<file path="src/rtl/timer_pkg.sv">
package timer_pkg;
  // Strobes from control to datapath; at most one is active per clock
  typedef struct packed {
    logic arm;     // load count, enable, clear pending
    logic disarm;  // stop, clear count and pending
    logic step;    // count one CPU cycle
  } timer_strobe_t;
endpackage

</file>
<file path="src/rtl/timer_ctrl.sv">
module timer_ctrl
  import timer_pkg::*;
(
  input  logic          clk,
  input  logic          rst,
  input  logic          commit,
  input  logic          stopBit,
  input  logic          cpuTick,
  input  logic          timerOn,
  output timer_strobe_t strobes
);
  always_comb begin
    strobes.arm    = commit && !stopBit;
    strobes.disarm = commit && stopBit;
    // a commit in the same clock swallows the tick
    strobes.step   = cpuTick && !commit && timerOn;
  end


  strobe_excl_chk: assert property (@(posedge clk) disable iff (rst)
    $onehot0({strobes.arm, strobes.disarm, strobes.step}));


  no_step_idle_chk: assert property (@(posedge clk) disable iff (rst)
    !timerOn |-> !strobes.step);
endmodule

</file>
<file path="src/rtl/timer_datapath.sv">
module timer_datapath
  import timer_pkg::*;
#(
  parameter int CNT_W = 4
) (
  input  logic             clk,
  input  logic             rst,
  input  timer_strobe_t    strobes,
  input  logic [CNT_W-1:0] reloadVal,
  output logic             timerOn,
  output logic             irqPending
);
  localparam logic [CNT_W-1:0] ZERO = '0;
  localparam logic [CNT_W-1:0] ONE  = CNT_W'(1);

  logic [CNT_W-1:0] cntQ;
  logic [CNT_W-1:0] nextCnt;
  logic [CNT_W-1:0] loadCnt;

  always_comb begin
    nextCnt = (cntQ != ZERO) ? cntQ - ONE : ZERO;
    // a zero count waits one cycle
    loadCnt = (reloadVal == ZERO) ? ONE : reloadVal;
  end

  always_ff @(posedge clk) begin
    if (rst) begin
      timerOn    <= 1'b0;
      cntQ       <= ZERO;
      irqPending <= 1'b0;
    end else if (strobes.arm) begin
      timerOn    <= 1'b1;
      cntQ       <= loadCnt;
      irqPending <= 1'b0;
    end else if (strobes.disarm) begin
      timerOn    <= 1'b0;
      cntQ       <= ZERO;
      irqPending <= 1'b0;
    end else if (strobes.step) begin
      cntQ <= nextCnt;
      if (nextCnt == ZERO) begin
        irqPending <= 1'b1;
        timerOn    <= 1'b0;
      end
    end
  end


  commit_clears_chk: assert property (@(posedge clk) disable iff (rst)
    (strobes.arm || strobes.disarm) |=> !irqPending);


  arm_loads_chk: assert property (@(posedge clk) disable iff (rst)
    strobes.arm |=> (timerOn && cntQ != ZERO));


  disarm_stops_chk: assert property (@(posedge clk) disable iff (rst)
    strobes.disarm |=> (!timerOn && cntQ == ZERO));


  rise_after_step_chk: assert property (@(posedge clk) disable iff (rst)
    $rose(irqPending) |-> $past(strobes.step));


  pending_holds_chk: assert property (@(posedge clk) disable iff (rst)
    (irqPending && !strobes.arm && !strobes.disarm) |=> irqPending);


  no_count_up_chk: assert property (@(posedge clk) disable iff (rst)
    !strobes.arm |=> cntQ <= $past(cntQ));
endmodule

</file>
<file path="src/rtl/cycle_irq_timer.sv">
module cycle_irq_timer
  import timer_pkg::*;
#(
  parameter int CNT_W = 4
) (
  input  logic           clk,
  input  logic           rst,
  input  logic           cpuTick,
  input  logic [CNT_W:0] ctrlValue,
  input  logic           ctrlCommit,
  output logic           irqPending
);
  localparam int STOP_BIT = CNT_W;

  timer_strobe_t strobes;
  logic          timerOn;

  timer_ctrl u_ctrl (
    .clk     (clk),
    .rst     (rst),
    .commit  (ctrlCommit),
    .stopBit (ctrlValue[STOP_BIT]),
    .cpuTick (cpuTick),
    .timerOn (timerOn),
    .strobes (strobes)
  );

  timer_datapath #(.CNT_W(CNT_W)) u_dp (
    .clk        (clk),
    .rst        (rst),
    .strobes    (strobes),
    .reloadVal  (ctrlValue[CNT_W-1:0]),
    .timerOn    (timerOn),
    .irqPending (irqPending)
  );
endmodule

</file>
<file path="config.mk">
export PLATFORM = sky130hd
export DESIGN_NAME = cycle_irq_timer
export DESIGN_NICKNAME = d
export VERILOG_FILES = /design/src/rtl/timer_pkg.sv /design/src/rtl/timer_ctrl.sv /design/src/rtl/timer_datapath.sv /design/src/rtl/cycle_irq_timer.sv
export SDC_FILE = /design/constraint.sdc
export NUM_CORES = 1
export LEC_CHECK = 0
export BUFFER_PORTS_ARGS = -buffer_cell sky130_fd_sc_hd__buf_2
export CORE_AREA = 4 4 41 43
export CTS_CLUSTER_SIZE = 40
export DETAILED_ROUTE_END_ITERATION = 16
export DIE_AREA = 0 0 45 47
export GPL_ROUTABILITY_DRIVEN = 0
export SLEW_MARGIN = 20
export SYNTH_ARGS = -nofsm -noshare
export SYNTH_HDL_FRONTEND = slang
export SYNTH_SLANG_ARGS = --single-unit
</file>
<file path="constraint.sdc">
create_clock -name clk -period 2.1 [get_ports clk]
set_clock_uncertainty 0.05 [all_clocks]
set_input_delay 0.105 -clock clk [delete_from_list [all_inputs] [get_ports clk]]
set_output_delay 0.105 -clock clk [all_outputs]
set_load 0.02 [all_outputs]
</file>
==> summary.md, run 1 <==
| Metric | Value |
|---|---|
| HPWL after DPL | 512 um |
| Placed Area | 368 um^2 |
| Number of H-tree levels | 1 |
| Final worst slack | 772 ps |
| Post-Syn Instances | 30 |
| CTS max path bufs | 2 |
| Clock transition at the registers of the reported paths | approximately 40 ps |
| Sequential area share after synthesis | 39.5% |
| Power density over the cells | ~680 nW/um^2 |
| CTS Sinks | 6 |
| Total grt overflow | 0 |
| I/O Buffers | 9 |
| Post-DRT Antenna Nets | 0 |
| Antenna violations before repair | 0 |
| Worst hold path type | in -> reg |
| Worst-Margin Slew | 557 ps |
| Req. time, crit path | 2240 ps |
| Hold WS | 20.4 ps |
| Drt drc | 0 |
| Final Cycle Share | a little over three fifths |
| Yosys cell types | 21 |
| Setup Buffers After CTS | 0 |
| Fillers | 148 |
| Synth Area per Inst | roughly 10 um^2 |
| Hold Path Stages | 2 |
| Max_cap viols | 0 |
| Endpoints failing hold | 0 |
| Die W | 45 um |
| CTS Buf Count | 3 |
| Die Area | about 2100 um^2 |
| CP Capture Type | register |
| IO Count | 10 |
| CTS Hold Buffers Added | 1 |
| Max Clock Freq | ~750 MHz |
| WL/cell | 11.8 um |
| Layout Nets | 54 |
| Finished Cell Area | 400 um^2 |
| Setup TNS | 0 ps |
| Die height | 47 um |
| Share of layout cells above drive strength 1 | 34.9% |
| Syn-to-layout area delta | 31.7% |
| Largest net degree at the start of global routing | 7 |
| Vias per cell | roughly 4.8 |
| Share of Yosys cell area claimed by the top area cell type | between 30% and 40% |
| Run status | complete, no violations |
| 1st-iter DRT viols | 1 |
| Gr usage total | ~9% |
| P_leak | approximately 0.18 nW |
| Ant diodes | 0 |
| Syn Nets | 39 |
| Commonest non-fill, non-tap cell in the layout | buf_2 |
| Slew headroom | roughly 63% |
| Max Slew Vio Count | 0 |
| Synth Warn # | 0 |
| Clock Tree Root | clkbuf_4 |
| Core area | roughly 1300 um^2 |
| Routed via count | 278 |
| Final count of negative-setup-slack endpoints | 0 |
| Unrepaired setup endpoints after global routing | no |
| Largest area contributor in the netlist | dfxtp_1 |
| Max rail drop VDD | approximately 240 uV |
| Starting density of the core | 23.4% |
| CP Max Fanout | 4 |
| Later-pin clock latency in the skew report | 260 ps |
| Vias in the first global route | 300 |
| Post-cts gate resize count | 0 |
| Pre-antenna DRT Iters | 2 |
| Row count | 13 |
| Post-Syn Area | 304 um^2 |
| Commonest non-fill, non-tap cells in the layout | buf_2 (9), dfxtp_1 (6), clkbuf_4 (3) |
| Post-layout minimum cycle time | roughly 1300 ps |
| R2R cell count | 3 |
| Register bit total from synthesis | 6 |
| Critical path launch point type | primary input |
| Place WS | ~790 ps |
| Finished Core Util | 30.8% |
| TritonCTS clock tree | yes |
| Crit Path Class | in -> reg |
| First-pass GRT wire length | ~1300 um |
| Critical Path AT | 1470 ps |
| Ranking of synthesized cells by area | dfxtp_1 (40%), a22o_1 (5.8%), a211oi_1 (4.9%) |
| WL final | 682 um |
power breakdown:
group	switching (mW)	internal, mW
combinational	0.0145	0.0200
sequential	0.00442	0.119
clock	0.0478	0.0651
total	0.0668	0.204
flip-flops by register name (all words and copies together), names as in the netlist:
register / cells
u_dp.irqPending: 1
u_dp.timerOn: 1
u_dp.cntQ: 4
synthesized netlist by cell type (all sizes together):
| cell | number |
|---|---|
| a211oi | 2 |
| a21boi | 1 |
| a22o | 2 |
| a31o | 1 |
| a32o | 1 |
| and2b | 1 |
| and3 | 1 |
| and3b | 1 |
| and4bb | 1 |
| dfxtp | 6 |
| inv | 1 |
| mux2 | 1 |
| mux2i | 1 |
| nand2 | 1 |
| nand2b | 1 |
| nor2 | 1 |
| nor3 | 2 |
| nor3b | 1 |
| o21a | 1 |
| o21bai | 2 |
| or3 | 1 |
per-layer routing:
metal | track usage (%) | routed length (um) | up-vias
li1 | - | - | 143
met1 | 10.3 | 329 | 123
met2 | 12.7 | 278 | 9
met3 | 6.90 | 62 | 3
met4 | 3.51 | 11 | 0
met5 | 0 | 0 | -
metrics by stage:
stage               power, mW  cells
global placement        0.159     54
floorplan               0.145     30
CTS                     0.273     58
global route            0.290     58
detailed placement      0.159     54
finish                  0.271     58
cells by family (layout without fill, tap and decap cells):
logic type             after synthesis  after routing  share of synthesized area, %
AND/OR/NAND/NOR                     11             11                          24.3
AO/OA/AOI/OAI                       10             10                          26.7
flip-flops                           6              6                          39.5
multiplexers                         2              2                          8.23
buffers and inverters                1             14                          1.23
worst max-delay path, cell delays in order:
cell           delay, ps
dlygate4sd3_1        530
buf_2                130
nor3b_1              470
a22o_1               230
worst paths after layout:
kind	slack, ps	end	from
min	20	u_dp.cntQ[0]$_SDFFE_PP0P_	ctrlCommit
max	770	u_dp.cntQ[1]$_SDFFE_PP0P_	rst
max reg2reg	780	u_dp.cntQ[2]$_SDFFE_PP0P_	u_dp.cntQ[1]$_SDFFE_PP0P_
min reg2reg	420	u_dp.irqPending$_SDFFE_PP0P_	u_dp.irqPending$_SDFFE_PP0P_
layout make-up:
class	instances	area, um^2	area share, %
inverters	1	3.75	0.938
multi-input cells	23	180	45.0
flip-flops and latches	6	120	30.0
well taps	15	18.8	4.69
clock buffers	3	22.5	5.62
repair buffers	10	55.1	13.7
(Power assumes the default switching activity.)
==> run 2: changes to the inputs <==
clock period = 1.35 ns   (was 2.1 ns; I/O delays follow)
==> run 2 against run 1 <==
Compared with the run above: global-route usage fell by 0.65 points; total power increased by 54%; design area grew 10%; cell count increased by 6.9%; die area did not move; core utilization grew 3.1 points; setup slack lost 750 ps; sequential power is 56% higher; worst hold slack improved by 0.75 ps; critical endpoint is now u_dp.cntQ[2]$_SDFFE_PP0P_.
==> summary.md, run 2 (synthesis gave the netlist of run 1 again) <==
| Metric | Value |
|---|---|
| CTS Sinks | 6 |
| First-pass GRT wire length | 1240 um |
| Total grt overflow | 0 |
| Fillers | between 100 and 150 |
| Critical path launch point type | register |
| Core area | 1300 um^2 |
| Number of H-tree levels | 1 |
| P_leak | around 0.20 nW |
| Share of layout cells above drive strength 1 | about two fifths |
| Tot Pwr | between 400 and 500 uW |
| Largest net degree at the start of global routing | 7 |
| Max Slew Vio Count | 0 |
| CP Capture Type | register |
| Commonest non-fill, non-tap cell in the layout | buf_2 |
| Power density over the cells | 950 nW/um^2 |
| Die W | roughly 45 um |
| Pre-antenna DRT Iters | 4 |
| IO Count | 10 |
| Layout Nets | 58 |
| Antenna violations before repair | 0 |
| Syn-to-layout area delta | 44.9% |
| 1st-iter DRT viols | 1 |
| Final Cycle Share | 98.0% |
| Crit-path leading delay family | flip-flops |
| FF/Latch Area | about 120 um^2 |
| Die Area | 2120 um^2 |
| Gr usage total | under 10% |
| Setup TNS | 0 ps |
| Req. time, crit path | 1430 ps |
| Vias per cell | 4.74 |
| WL final | slightly above 700 um |
| Unrepaired setup endpoints after global routing | no |
| Clock transition at the registers of the reported paths | 50 ps |
| Final count of negative-setup-slack endpoints | 0 |
| HPWL after DPL | 490 um |
| Critical path, cell by cell | and4bb_1 -> mux2_4 -> a22o_1 |
| Later-pin clock latency in the skew report | 240 ps |
| Crit Path Class | reg -> reg |
| CP Max Fanout | 5 |
| Top Registers | u_dp.cntQ: 4 flops, u_dp.irqPending: 1 flops, u_dp.timerOn: 1 flops |
| Max incr delay on CP | 340 ps |
| Row count | 13 |
| Ant diodes | 0 |
| Routed via count | 294 |
| CTS max path bufs | 2 |
| Post-DRT Antenna Nets | 0 |
| Endpoints failing hold | 0 |
| Vias in the first global route | 300 |
| Max_cap viols | 0 |
| Max reg flops | 4 |
| Worst-Margin Slew | 333 ps |
| Critical Path Slowest Stage Cell | dfxtp_1 |
| Max Clock Freq | 756 MHz |
| Slew headroom | 77.7% |
| Clock Tree Root | clkbuf_4 |
| Worst hold path type | in -> reg |
| Most flop-heavy register | u_dp.cntQ |
| WL/cell | ~12 um |
| Drt drc | 0 |
| Multi-input gate area | 185 um^2 |
| I/O Buffers | 9 |
| WP buf/inv | 0 |
| Max rail drop VDD | between 400 and 500 uV |
| TritonCTS clock tree | yes |
| Die height | around 47 um |
| CTS Buf Count | 3 |
| Post-layout minimum cycle time | 1320 ps |
| Run status | complete, no violations |
| Commonest non-fill, non-tap cells in the layout | buf_2 (9), dfxtp_1 (6), clkbuf_4 (3), dlygate4sd3_1 (3) |
| Critical Path AT | 1400 ps |
| Starting density of the core | 23.4% |
-- run 2: cell types whose count changed in the layout (fill, tap and decap cells not counted) --
cell           change
a211oi_1           -1
dlygate4sd3_1      +2
buf_4              +2
a211oi_2           +1
-- run 2: worst paths after layout --
check / startpoint / end / slack, ps / depth (start not counted)
max: u_dp.cntQ[1]$_SDFFE_PP0P_ / u_dp.cntQ[2]$_SDFFE_PP0P_ / 30 / 3
min: ctrlValue[1] / u_dp.cntQ[1]$_SDFFE_PP0P_ / 20 / 2
max reg2reg: u_dp.cntQ[1]$_SDFFE_PP0P_ / u_dp.cntQ[2]$_SDFFE_PP0P_ / 30 / 3
min reg2reg: u_dp.irqPending$_SDFFE_PP0P_ / u_dp.irqPending$_SDFFE_PP0P_ / 410 / 1
-- run 2: timing repair --
item                                    in CTS  in global routing
resized for setup                            0                  1
hold endpoints to repair                     2                  0
hold buffers                                 3                  0
setup buffers                                0                  1
endpoints found under the setup margin       0                  2
-- run 2: per-stage QoR --
step	cells	cell area, um^2	hold WS [ps]	setup slack (ps)	util [%]
2_1_floorplan	30	304	90.3	99.4	-
3_3_place_gp	55	375	212	30.0	28.8
3_5_place_dp	55	375	210	36.8	28.8
4_1_cts	61	428	15.3	11.5	32.9
5_1_grt	62	440	26.6	7.79	33.8
6_report	62	440	21.1	26.5	33.8
-- run 2: report_power, final --
part           switching [mW]  leakage (nW)  internal, mW
registers             0.00749        0.0491         0.186
logic                  0.0248         0.135        0.0382
clock network          0.0617        0.0138         0.100
-- run 2: layout make-up --
type	instances	share of cell area, %
multi-input combinational	23	42.0
sequential	6	27.3
timing repair buffer	14	20.5
clock buffer	3	5.11
tap	15	4.26
inverter	1	0.852
-- run 2: layer usage --
| layer | GRT usage [%] | up-vias | routed length (um) |
|---|---|---|---|
| met5 | 0 | - | 0 |
| met4 | 5.26 | 0 | 6 |
| met3 | 3.45 | 2 | 42 |
| met2 | 11.9 | 10 | 350 |
| met1 | 10.5 | 130 | 324 |
| li1 | - | 152 | - |
==> run 3: changes to the inputs <==
CORE_AREA = 3 3 40 42   (was 4 4 41 43)
CTS_BUF_LIST = sky130_fd_sc_hd__clkbuf_8   (was default)
DIE_AREA = 0 0 43 45   (was 0 0 45 47)
==> run 3 against run 2 <==
Compared with the run above: die area is 8.5% lower; design area down 2.0%; via count fell by 4.4%; combinational power shrank 8.3%; fmax is 1.9% higher; clock power up 65%; cell count decreased by 4.8%; wire length shrank 9.3%; global-route usage grew 0.45 points; sequential cell count unchanged; sequential share of layout area is 0.55 points higher; first-iteration DRC count rose to 3.0 times the previous value; critical endpoint unchanged.
==> summary.md, run 3 (synthesis gave the netlist of run 1 again) <==
| Metric | Value |
|---|---|
| Hold Path Stages | 2 |
| Reg power frac | 37.2% |
| Critical Path Slowest Stage Cell | dfxtp_1 |
| Pre-antenna DRT Iters | 2 |
| First-pass GRT wire length | 1140 um |
| Syn-to-layout area delta | 42.0% |
| GR peak layer | met2 |
| Top Registers | u_dp.cntQ: 4 flops, u_dp.irqPending: 1 flops, u_dp.timerOn: 1 flops |
| Die Area | 1940 um^2 |
| Gr usage total | 8.83% |
| WL/cell | 11.1 um |
| Met1 Track Usage GR | 9.18% |
| CTS max path bufs | 2 |
| Die W | around 43 um |
| Reg2reg start | u_dp.cntQ[1]$_SDFFE_PP0P_ |
| Crit Path Class | reg -> reg |
| Multi-input gate area | 185 um^2 |
| Setup TNS | 0 ps |
| Core area | 1280 um^2 |
| WL final | 656 um |
| CTS Sinks | 6 |
| Post-layout minimum cycle time | 1300 ps |
| Switching power | 107 uW |
| Pint | 411 uW |
| Met2 Use GR | 12.0% |
| FF/Latch Area | 120 um^2 |
| Critical path, cell by cell | and4bb_1 -> mux2_4 -> a22o_1 |
| R2R Setup Slk | 50 ps |
| GR Layer Usage met3 | around 4% |
| Net Sw Frac | between 20 and 25% |
| Power share of the clock group | 51.6% |
| Number of H-tree levels | 1 |
| Later-pin clock latency in the skew report | roughly 220 ps |
| CP Capture Type | register |
| Crit-path leading delay family | flip-flops |
| Worst r2r dst | u_dp.cntQ[2]$_SDFFE_PP0P_ |
| Clock transition at the registers of the reported paths | 40 ps |
| HPWL after DPL | 514 um |
| Critical path launch point type | register |
| Ant diodes | 0 |
| Finished Core Util | 33.6% |
| Fillers | between 100 and 150 |
| Routed via count | 281 |
| Worst-Margin Slew | 321 ps |
| Endpoints failing hold | 0 |
| Critical Path AT | 1350 ps |
| Share of layout cells above drive strength 1 | 38.6% |
| Commonest non-fill, non-tap cells in the layout | buf_2 (9), dfxtp_1 (6), clkbuf_8 (3) |
| Final count of negative-setup-slack endpoints | 0 |
| Post-DRT Antenna Nets | 0 |
| WP buf/inv | 0 |
| Vias in the first global route | about 260 |
| Final Cycle Share | 96.2% |
| Setup Buffers After CTS | 0 |
| R2R cell count | 3 |
| Max Clock Freq | 770 MHz |
| Max Slew Vio Count | 0 |
| TritonCTS clock tree | yes |
| Starting density of the core | a little under a quarter |
| Max_cap viols | 0 |
| Clock Tree Root | clkbuf_8 |
| Hold WS | 19.9 ps |
| Commonest non-fill, non-tap cell in the layout | buf_2 |
| Run status | complete, no violations |
| Req. time, crit path | approximately 1400 ps |
| I/O Buffers | 9 |
| Comb pwr share | roughly 11% |
| Die height | 45 um |
| P_leak | around 0.19 nW |
| Vias per cell | around 4.8 |
| CTS Buf Count | 3 |
| CP Max Fanout | 5 |
| Worst hold path type | in -> reg |
| Row count | 13 |
| Min-Delay Startpoint | ctrlCommit |
| Power density over the cells | 1200 nW/um^2 |
| 1st-iter DRT viols | 3 |
| IO Count | 10 |
| Max rail drop VDD | roughly 460 uV |
| Slew headroom | between 70% and 80% |
| Crit path launch | u_dp.cntQ[1]$_SDFFE_PP0P_ |
| Hold path endpoint | u_dp.cntQ[0]$_SDFFE_PP0P_ |
| Largest net degree at the start of global routing | 7 |
| Antenna violations before repair | 0 |
| Layout Nets | 55 |
| Most flop-heavy register | u_dp.cntQ |
| Drt drc | 0 |
| Total grt overflow | 0 |
| Max reg flops | 4 |
| Unrepaired setup endpoints after global routing | no |
| Max incr delay on CP | 320 ps |
==> run 3: changes by cell type in the layout (fill, tap and decap cells not counted), sizes merged <==
cell / previous run / this run
dlygate4sd3: 3 / 1
buf: 11 / 10
==> run 3: what timing repair did <==
item,CTS,global route
gates resized for setup,0,1
endpoints found under the hold margin,1,0
hold buffers,1,0
endpoints found under the setup margin,0,2
==> run 3: worst max path at each step <==
stage | cells past startpoint | slack (ps) | end
finish | 3 | 50 | u_dp.cntQ[2]$_SDFFE_PP0P_
global route | 3 | 4 | u_dp.cntQ[2]$_SDFFE_PP0P_
CTS | 3 | 30 | u_dp.cntQ[2]$_SDFFE_PP0P_
detailed placement | 3 | 30 | u_dp.cntQ[2]$_SDFFE_PP0P_
global placement | 3 | 40 | u_dp.cntQ[2]$_SDFFE_PP0P_
floorplan | 3 | 100 | u_dp.cntQ[2]$_SDFFE_PP0P_
==> run 3: cell type report <==
type                    count  share of cell area [%]
multi-input cells          23                    42.9
repair buffers             11                    14.5
well taps                  15                    4.35
clock buffers               3                    9.57
flip-flops and latches      6                    27.8
inverters                   1                   0.870
==> run 3: per-layer routing <==
| layer | wire [um] | up-vias |
|---|---|---|
| met5 | 0 | - |
| met4 | 24 | 0 |
| met3 | 43 | 2 |
| met2 | 296 | 8 |
| met1 | 291 | 125 |
| li1 | - | 146 |
==> run 3: stage by stage <==
| stage | cell area (um^2) | instances | setup slack, ps | power [mW] |
|---|---|---|---|---|
| after global placement | 375 | 55 | 36.3 | 0.249 |
| after floorplan | 304 | 30 | 99.4 | 0.225 |
| after detailed placement | 375 | 55 | 33.5 | 0.249 |
| after global routing | 432 | 59 | 3.66 | 0.554 |
| after CTS | 427 | 59 | 31.0 | 0.527 |
| final | 432 | 59 | 51.2 | 0.518 |
==> run 3: power by group through the flow <==
stage | registers [mW] | logic [mW] | clock network (mW)
3_3_place_gp | 0.195 | 0.0535 | 0
2_1_floorplan | 0.194 | 0.0306 | 0
3_5_place_dp | 0.196 | 0.0536 | 0
4_1_cts | 0.193 | 0.0561 | 0.278
6_report | 0.193 | 0.0578 | 0.267
5_1_grt | 0.194 | 0.0639 | 0.296
